<file path="src/rtl/lin_mode_pkg.sv">
package lin_mode_pkg;

  typedef enum logic [2:0] {
    M_OFF   = 3'd0,
    M_STBY  = 3'd1,
    M_NORM  = 3'd2,
    M_LOW   = 3'd3,
    M_SLEEP = 3'd4
  } lin_mode_e;

  localparam int MODE_COUNT = 5;

  typedef enum logic [1:0] {
    TERM_NONE = 2'd0,
    TERM_SRC  = 2'd1,
    TERM_RES  = 2'd2
  } term_e;

  typedef enum logic [1:0] {
    RX_HIGH = 2'd0,
    RX_LOW  = 2'd1,
    RX_BUS  = 2'd2
  } rxsel_e;

endpackage

</file>
<file path="src/rtl/lin_pin_sync.sv">
module lin_pin_sync #(
  parameter int WIDTH  = 3,
  parameter int STAGES = 2
) (
  input  logic             clk,
  input  logic             rst,
  input  logic [WIDTH-1:0] din,
  output logic [WIDTH-1:0] dout
);

  localparam int PIPE_W = WIDTH * STAGES;

  logic [PIPE_W-1:0] pipe;

  generate
    if (STAGES == 1) begin : g_single
      always_ff @(posedge clk) begin
        if (rst) pipe <= '0;
        else     pipe <= din;
      end
    end else begin : g_chain
      always_ff @(posedge clk) begin
        if (rst) pipe <= '0;
        else     pipe <= {pipe[PIPE_W-WIDTH-1:0], din};
      end
    end
  endgenerate

  assign dout = pipe[PIPE_W-1 -: WIDTH];

endmodule

</file>
<file path="src/rtl/lin_edge_det.sv">
module lin_edge_det #(
  parameter int WIDTH = 1
) (
  input  logic             clk,
  input  logic             rst,
  input  logic [WIDTH-1:0] lvl,
  output logic [WIDTH-1:0] rise,
  output logic [WIDTH-1:0] fall
);

  logic [WIDTH-1:0] prev;

  always_ff @(posedge clk) begin
    if (rst) prev <= '0;
    else     prev <= lvl;
  end

  genvar b;
  generate
    for (b = 0; b < WIDTH; b++) begin : g_bit
      assign rise[b] = lvl[b] & ~prev[b];
      assign fall[b] = ~lvl[b] & prev[b];
    end
  endgenerate

endmodule

</file>
<file path="src/rtl/lin_mode_fsm.sv">
module lin_mode_fsm
  import lin_mode_pkg::*;
(
  input  logic      clk,
  input  logic      rst,
  input  logic      en_rise,
  input  logic      en_fall,
  input  logic      stb_s,
  input  logic      txd_s,
  input  logic      wake_local,
  input  logic      wake_bus,
  input  logic      bat_uv,
  input  logic      reg_uv,
  input  logic      bat_por,
  output lin_mode_e state,
  output logic      inh_lat,
  output logic      tx_armed,
  output logic      wake_flag
);

  lin_mode_e nxt;
  logic      uv;
  logic      in_run;

  assign uv     = bat_uv | reg_uv;
  assign in_run = (state == M_NORM) || (state == M_LOW);

  always_comb begin
    nxt = state;
    unique case (state)
      M_OFF:   nxt = M_STBY;
      M_STBY:  if (en_rise && !uv) nxt = txd_s ? M_NORM : M_LOW;
      M_NORM,
      M_LOW: begin
        if (uv)           nxt = M_STBY;
        else if (en_fall) nxt = stb_s ? M_STBY : M_SLEEP;
      end
      M_SLEEP: if (wake_local || wake_bus) nxt = M_STBY;
      default: nxt = M_STBY;
    endcase
    if (bat_por) nxt = M_OFF;
  end

  always_ff @(posedge clk) begin
    if (rst) begin
      state     <= M_STBY;
      inh_lat   <= 1'b0;
      tx_armed  <= 1'b0;
      wake_flag <= 1'b0;
    end else begin
      state <= nxt;
      // INH capture on entry to a run mode, release on exit
      if (state == M_STBY && (nxt == M_NORM || nxt == M_LOW)) inh_lat <= stb_s;
      else if (nxt != M_NORM && nxt != M_LOW)                  inh_lat <= 1'b0;
      // low-slope guard: arm only after TxD seen recessive inside the mode
      if (nxt != M_LOW)                 tx_armed <= 1'b0;
      else if (state == M_LOW && txd_s) tx_armed <= 1'b1;
      // sticky wake source flag
      if (nxt == M_OFF || nxt == M_NORM || nxt == M_LOW) wake_flag <= 1'b0;
      else if ((state == M_STBY || state == M_SLEEP) && wake_bus) wake_flag <= 1'b1;
    end
  end

  AST_POR_FORCES_OFF: assert property (@(posedge clk) disable iff (rst)
    bat_por |=> (state == M_OFF));

  AST_SLEEP_WAKES: assert property (@(posedge clk) disable iff (rst)
    (state == M_SLEEP && !bat_por && (wake_local || wake_bus)) |=> (state == M_STBY));

  AST_UV_FALLBACK: assert property (@(posedge clk) disable iff (rst)
    (in_run && uv && !bat_por) |=> (state == M_STBY));

  AST_BUS_WAKE_STICKS: assert property (@(posedge clk) disable iff (rst)
    (state == M_STBY && wake_bus && !bat_por) |=> wake_flag);

endmodule

</file>
<file path="src/rtl/lin_mode_out.sv">
module lin_mode_out
  import lin_mode_pkg::*;
#(
  parameter int MODE_W = MODE_COUNT
) (
  input  logic              clk,
  input  logic              rst,
  input  lin_mode_e         state_i,
  input  logic              inh_lat_i,
  input  logic              armed_i,
  input  logic              wake_flag_i,
  input  logic              therm_sd,
  output logic [MODE_W-1:0] mode_oh,
  output logic              reg_en,
  output logic              tx_en,
  output logic              slope_low,
  output logic [1:0]        term_sel,
  output logic              inh_drv,
  output logic [1:0]        rxd_sel,
  output logic              bus_wake
);

  logic run, stby, dead;

  assign run  = (state_i == M_NORM) || (state_i == M_LOW);
  assign stby = (state_i == M_STBY);
  assign dead = (state_i == M_OFF) || (state_i == M_SLEEP);

  always_ff @(posedge clk) begin
    if (rst) begin
      mode_oh   <= MODE_W'(1) << M_STBY;
      reg_en    <= 1'b1;
      tx_en     <= 1'b0;
      slope_low <= 1'b0;
      term_sel  <= TERM_SRC;
      inh_drv   <= 1'b0;
      rxd_sel   <= RX_HIGH;
      bus_wake  <= 1'b0;
    end else begin
      mode_oh   <= MODE_W'(1) << state_i;
      reg_en    <= !dead && !therm_sd;
      tx_en     <= ((state_i == M_NORM) || (state_i == M_LOW && armed_i)) && !therm_sd;
      slope_low <= (state_i == M_LOW);
      term_sel  <= run ? TERM_RES : (stby ? TERM_SRC : TERM_NONE);
      inh_drv   <= run && inh_lat_i;
      rxd_sel   <= run ? RX_BUS : ((stby && wake_flag_i) ? RX_LOW : RX_HIGH);
      bus_wake  <= wake_flag_i;
    end
  end

  AST_LOW_SLOPE_GUARD: assert property (@(posedge clk) disable iff (rst)
    (state_i == M_LOW && !armed_i) |=> !tx_en);

  AST_THERMAL_CUTS: assert property (@(posedge clk) disable iff (rst)
    therm_sd |=> (!tx_en && !reg_en));

  AST_SLEEP_QUIET: assert property (@(posedge clk) disable iff (rst)
    (state_i == M_SLEEP) |=> (!reg_en && term_sel == TERM_NONE));

  AST_INH_ONLY_RUN: assert property (@(posedge clk) disable iff (rst)
    (!run) |=> !inh_drv);

endmodule

</file>
<file path="src/rtl/lin_mode_ctrl.sv">
module lin_mode_ctrl
  import lin_mode_pkg::*;
#(
  parameter int SYNC_STAGES = 2,
  parameter int MODE_W      = MODE_COUNT
) (
  input  logic              clk,
  input  logic              rst,
  input  logic              en_pin,
  input  logic              stb_pin,
  input  logic              txd_pin,
  input  logic              wake_local,
  input  logic              wake_bus,
  input  logic              bat_uv,
  input  logic              reg_uv,
  input  logic              bat_por,
  input  logic              therm_sd,
  output logic [MODE_W-1:0] mode_oh,
  output logic              reg_en,
  output logic              tx_en,
  output logic              slope_low,
  output logic [1:0]        term_sel,
  output logic              inh_drv,
  output logic [1:0]        rxd_sel,
  output logic              bus_wake
);

  localparam int PIN_W = 3;

  logic [PIN_W-1:0] pins_s;
  logic             en_s, stb_s, txd_s;
  logic [0:0]       en_rise, en_fall;
  lin_mode_e        state;
  logic             inh_lat, tx_armed, wake_flag;

  lin_pin_sync #(.WIDTH(PIN_W), .STAGES(SYNC_STAGES)) u_sync (
    .clk  (clk),
    .rst  (rst),
    .din  ({en_pin, stb_pin, txd_pin}),
    .dout (pins_s)
  );

  assign {en_s, stb_s, txd_s} = pins_s;

  lin_edge_det #(.WIDTH(1)) u_en_edge (
    .clk  (clk),
    .rst  (rst),
    .lvl  (en_s),
    .rise (en_rise),
    .fall (en_fall)
  );

  lin_mode_fsm u_fsm (
    .clk        (clk),
    .rst        (rst),
    .en_rise    (en_rise[0]),
    .en_fall    (en_fall[0]),
    .stb_s      (stb_s),
    .txd_s      (txd_s),
    .wake_local (wake_local),
    .wake_bus   (wake_bus),
    .bat_uv     (bat_uv),
    .reg_uv     (reg_uv),
    .bat_por    (bat_por),
    .state      (state),
    .inh_lat    (inh_lat),
    .tx_armed   (tx_armed),
    .wake_flag  (wake_flag)
  );

  lin_mode_out #(.MODE_W(MODE_W)) u_out (
    .clk         (clk),
    .rst         (rst),
    .state_i     (state),
    .inh_lat_i   (inh_lat),
    .armed_i     (tx_armed),
    .wake_flag_i (wake_flag),
    .therm_sd    (therm_sd),
    .mode_oh     (mode_oh),
    .reg_en      (reg_en),
    .tx_en       (tx_en),
    .slope_low   (slope_low),
    .term_sel    (term_sel),
    .inh_drv     (inh_drv),
    .rxd_sel     (rxd_sel),
    .bus_wake    (bus_wake)
  );

endmodule

</file>
<file path="config.mk">
export PLATFORM = sky130hd
export DESIGN_NAME = lin_mode_ctrl
export DESIGN_NICKNAME = d
export VERILOG_FILES = /design/src/rtl/lin_mode_pkg.sv /design/src/rtl/lin_pin_sync.sv /design/src/rtl/lin_edge_det.sv /design/src/rtl/lin_mode_fsm.sv /design/src/rtl/lin_mode_out.sv /design/src/rtl/lin_mode_ctrl.sv
export SDC_FILE = /design/constraint.sdc
export NUM_CORES = 1
export LEC_CHECK = 0
export BUFFER_PORTS_ARGS = -buffer_cell sky130_fd_sc_hd__buf_2
export CAP_MARGIN = 20
export CELL_PAD_IN_SITES_DETAIL_PLACEMENT = 1
export CELL_PAD_IN_SITES_GLOBAL_PLACEMENT = 1
export CORE_UTILIZATION = 37
export CTS_CLUSTER_SIZE = 14
export DETAILED_ROUTE_END_ITERATION = 10
export GPL_ROUTABILITY_DRIVEN = 0
export PLACE_DENSITY = 0.73
export SLEW_MARGIN = 30
export SYNTH_ARGS = -nofsm -noshare
export SYNTH_HDL_FRONTEND = slang
export SYNTH_SLANG_ARGS = --single-unit
</file>
<file path="constraint.sdc">
create_clock -name clk -period 2.76 [get_ports clk]
set_input_delay 0.276 -clock clk [delete_from_list [all_inputs] [get_ports clk]]
set_output_delay 0.276 -clock clk [all_outputs]
set_load 0.1 [all_outputs]
</file>
After elaboration in Yosys (flattened, before gate mapping):

Index checks and enable logic that the tools add are counted.

* flip-flop bits (word level): 27
* latch bits: 0
* RAM bits: 0
* ROM bits: 0
* bits of input ports: 11
* output and inout bits: 14
* logic and storage cells: 71
* memories: 0

* add/subtract/negate cells: 0
* $mul: 0
* div/mod/pow operators: 0
* order comparisons: 0
* equal/unequal tests: 8
* shift operators: 1
* muxes and demuxes: 14
* bitwise gates (word level): 5
* reduce and logical (&&, ||, !) cells: 28

Operators by type and width (number)
* 3-bit two-way mux: 6
* 3-bit by 2-bit equality test with 1-bit output, second input constant: 4
* 1-bit logical AND: 10
* 3-bit case mux with 3 select lines: 1
* 1-bit logical OR: 8
* 2-bit OR reduction: 4
* 3-bit zero test: 2
* 3-bit by 2-bit != test with 1-bit output, second input constant: 2
* 1-bit two-way mux: 5
* 1-bit by 3-bit left shift with 5-bit output, first input constant: 1
* 2-bit two-way mux: 2
* 3-bit by 1-bit equality test with 1-bit output, second input constant: 1
* 3-bit equality test, second input constant: 1
* 1-bit zero test: 3
* 1-bit bitwise AND: 2
* 1-bit NOT: 2
* 2-bit nonzero test: 1
* 1-bit OR: 1

Depth between registers and ports, before layout:

* depth after elaboration: 10
* gate-level depth with buffers: 5
* depth with buffers taken out: 4

Modules after synthesis:

From an unflattened synthesis, not the netlist that was laid out.

* cell total of the unflattened synthesis: 88
* area total of the unflattened synthesis: 950.9 um^2

Modules (own cells, without submodules)
* lin_mode_out: instances 1, cells each 31, area each 394.1 um^2, sequential area each 260.2 um^2
* lin_mode_fsm: instances 1, cells each 38, area each 337.8 um^2, sequential area each 120.1 um^2
* lin_pin_sync: instances 1, cells each 15, area each 180.2 um^2, sequential area each 120.1 um^2
* lin_edge_det: instances 1, cells each 4, area each 38.8 um^2, sequential area each 20.0 um^2

Least setup slack after synthesis:

OpenSTA, ideal clock, no wires.

* kind: reg2reg
* start point: register u_fsm.state[1]
* end point: register u_fsm.inh_lat
* library setup time: 0.092 ns
* arrival: 1.859 ns
* required time: 2.668 ns
* setup slack: 0.809 ns
* stages on the path, launching flop included: 6
* path buffers: 1
* clock period less this slack: 1.951 ns
* path through: dfxtp_1 > buf_2 > or3b_4 > a211o_1 > or4b_4 > nor4_1

* word-level cells in the longest chain between the ends: 8
* elaborated cells on any way between the ends: 20
* those cells by class: eq/ne: 8; mux: 7; reduce/logical: 5

RTL lines
* start, declared: RTL line lin_mode_fsm.sv:15 `output lin_mode_e state,`
* start signal, assigned: RTL line lin_mode_fsm.sv:51 `state <= nxt;`
* 3-bit by 2-bit equality test with 1-bit output / 3-bit two-way mux (equally long branches): RTL line lin_mode_fsm.sv:30, lin_mode_fsm.sv:36
* 2-bit OR reduction / 3-bit two-way mux (equally long branches): RTL line lin_mode_fsm.sv:30, lin_mode_fsm.sv:35
* 3-bit case mux with 3 select lines: RTL line lin_mode_fsm.sv:30 `unique case (state)`
* 3-bit two-way mux: RTL line lin_mode_fsm.sv:41 `if (bat_por) nxt = M_OFF;`
* 3-bit by 2-bit equality test with 1-bit output: RTL line lin_mode_fsm.sv:53 `if (state == M_STBY && (nxt == M_NORM || nxt == M_LOW)) inh_lat <= stb_s;`
* 1-bit logical OR: RTL line lin_mode_fsm.sv:53
* 1-bit logical AND: RTL line lin_mode_fsm.sv:53
* 1-bit two-way mux / 2-bit nonzero test (equally long branches)
* end signal, assigned: RTL line lin_mode_fsm.sv:53
* end, declared: RTL line lin_mode_fsm.sv:16 `output logic inh_lat,`

Several ways; a longest one is shown, not always the timed one.
A chain may end at the register's enable or synchronous reset.

Final worst setup path:

* start point: register u_fsm.state[2]
* end point: register u_fsm.inh_lat

Same word-level chain as after synthesis.

==> flow_summary.yaml <==
timing:
  relSlewSlack_pct: 67.6
  finalClockSkew_ps: 2.85
  post-route-period-util_pct: 78.2
  timing.fmax_mhz: 463
  rsz0062_at_grt: "false"
  slew_viol_final: 0
  finalWorstSetupSlack_ps: 600
  tns_ps: 0
  setup_viol: 0
  worst_slew_pin_slew_ps: 489
  worst_hold_slack_ps: 120
  min_period_ps: 2160
  hold_violations: 0
finish:
  fin_nets: 121
  drive_gt1_share_pct: 34.3
  antennaDiodeCount: 0
  final_area_sq_mm: 0.00107
  area_growth_syn_to_layout_pct: 15.9
synthesis:
  avgSynthCellArea_sq_um: 10.7
  synth_fp_nets: 97
  synth_top_area_share_pct: 56.5
  synth_area_leaders: "dfxtp_1, nor2b_1, and2_1, nor4_1, nor2_1"
  synth_top_cell_by_area: "dfxtp_1"
  synthesis.area_sq_um: 921
  synth_cell_types: 31
  netlist_instances: 86
  yosys_register_bits: 26
  yosysSeqAreaShare_pct: 56.5
  ys.warnings.count: 0
routing:
  antenna_left: 0
  totalWireLength_um: 1730
  drc_errors: 0
  vias_per_cell: 5.00
  via_count: 680
  dr.pass1.iters: 3
  first_iter_violations: 13
  wl_per_cell_um: 12.8
pwr:
  p_leak_nw: 0.472
  power.density_mw_per_mm2: 587
  p_total_w: 0.000626
  ir_drop_uv: 300
global_route:
  grt_pass1_vias: 679
  grt.total_usage_pct: 14.8
  grt_pass1_wl_um: 2830
  antenna_found_initial: 0
  grt_overflow: 0
  grt_start_max_net_pins: 18
clock_tree:
  h-tree-depth: 1
  cts_root_buf: "clkbuf_4"
  cts_setup_buffers: 0
  clockBufferDepth: 2
  cts_hold_buffers: 0
  clkSlewWorstSetupHoldPaths_ps: 130
  clock_sinks: 26
  numCtsBuffers: 3
  cts_tree: "built"
  cts_resized: 0
  insertion_delay_ps: 310
floorplanning:
  io_pins: 25
  die_w_um: 51.9
  rows: 17
  die_h_um: 51.9
  die_area_sq_mm: 0.00269
  coreArea_sq_mm: 0.00228
  initial_core_util_pct: 40.5
setup_path:
  path_max_fanout: 10
  crit_path_start_kind: "flop"
  worst_ep_arrival_time_ps: 2390
  cp-end-kind: "flop"
  critPathRequiredTime_ps: 2990
  criticalPathCategory: "reg2reg"
job:
  drv_cap: 0
placement:
  io_buffers: 24
  post-place-ws_ps: 621
  place_area_sq_mm: 0.00104
  dp_hpwl_um: 1290
hold_path:
  hold_class: "in2reg"
run_status:
  status: "complete, no violations"
## cells in the mapped netlist
library cell	number
dfxtp_1	26
nor2b_1	10
nor2_1	6
and2_1	4
nor3_1	4
nor4_1	4
nand2b_1	3
clkbuf_1	2
inv_1	2
o21bai_1	2
or2_2	2
or4b_2	2
a211o_1	1
a211oi_1	1
a21oi_1	1
a22oi_1	1
a31o_2	1
a31oi_1	1
and2b_2	1
and3b_1	1
buf_2	1
buf_4	1
buf_6	1
mux2i_1	1
nor3b_1	1
o21ba_2	1
o311a_1	1
or3_2	1
or3b_4	1
or4b_4	1
xnor2_1	1
## cells in the final DEF, fill, tap and decap left out
cell	count
dfxtp_1	26
buf_2	24
nor2b_1	10
nor2_1	6
nor4_1	4
and2_1	4
nor3_1	4
nand2b_1	3
clkbuf_4	3
or2_2	2
o21bai_1	2
inv_1	2
or4b_2	2
and2b_2	1
nor3b_1	1
or3b_4	1
a211o_1	1
a22oi_1	1
or4b_4	1
and3b_1	1
a211oi_1	1
xnor2_1	1
a31o_2	1
or3_2	1
o311a_1	1
a21oi_1	1
a31oi_1	1
mux2i_1	1
o21ba_2	1
## power by group
| group | internal [W] | switching, W |
|---|---|---|
| Sequential | 0.000386 | 0.00000766 |
| Combinational | 0.0000234 | 0.0000529 |
| Clock | 0.0000511 | 0.000105 |
| Total | 0.000461 | 0.000166 |
## critical path, cell delays in order, from the launching register on
cell and delay [ps]:
dfxtp_1 530, or3b_4 440, a211o_1 320, or4b_4 530
nor4_1 270
## state kept, by name (all words and copies together), names as in the netlist
name / cells
u_en_edge.prev: 1
u_fsm.inh_lat: 1
u_fsm.state: 3
u_fsm.tx_armed: 1
u_fsm.wake_flag: 1
u_out.bus_wake: 1
u_out.inh_drv: 1
u_out.mode_oh: 5
u_out.reg_en: 1
u_out.rxd_sel: 2
u_out.slope_low: 1
u_out.term_sel: 1
u_out.tx_en: 1
u_sync.pipe: 6
## final cells by class
cell class	instances	area [sq um]
sequential	26	520
tap	28	35.0
fill	275	1210
multi-input combinational	53	362
timing repair buffer	24	120
inverter	2	7.51
clock buffer	3	22.5
## routing by layer
metal,vias up,wire [um],GRT usage (%)
met1,314,763,15.8
met5,-,0,0
li1,338,-,-
met3,6,58,2.63
met2,22,861,26.3
met4,0,50,9.46
## path summary, 6_finish.rpt
check | from | to | slack (ps) | cells past startpoint
min | therm_sd | u_out.tx_en | 120 | 2
max | u_fsm.state[2] | u_fsm.inh_lat | 600 | 4
max reg2reg | u_fsm.state[2] | u_fsm.inh_lat | 600 | 4
min reg2reg | u_sync.pipe[0] | u_sync.pipe[3] | 460 | 1
## cell families after synthesis
family          synth area share, %
compound gates                 8.56
xor+xnor                      0.951
buf+inv                        4.21
flops                          56.5
mux                            1.09
simple gates                   28.7
## through the flow
stage,util (%),cells
floorplan,-,86
global placement,45.9,133
detailed placement,45.9,133
CTS,46.9,136
global route,46.9,136
finish,46.9,136
Power figures use the tool's default switching activity.
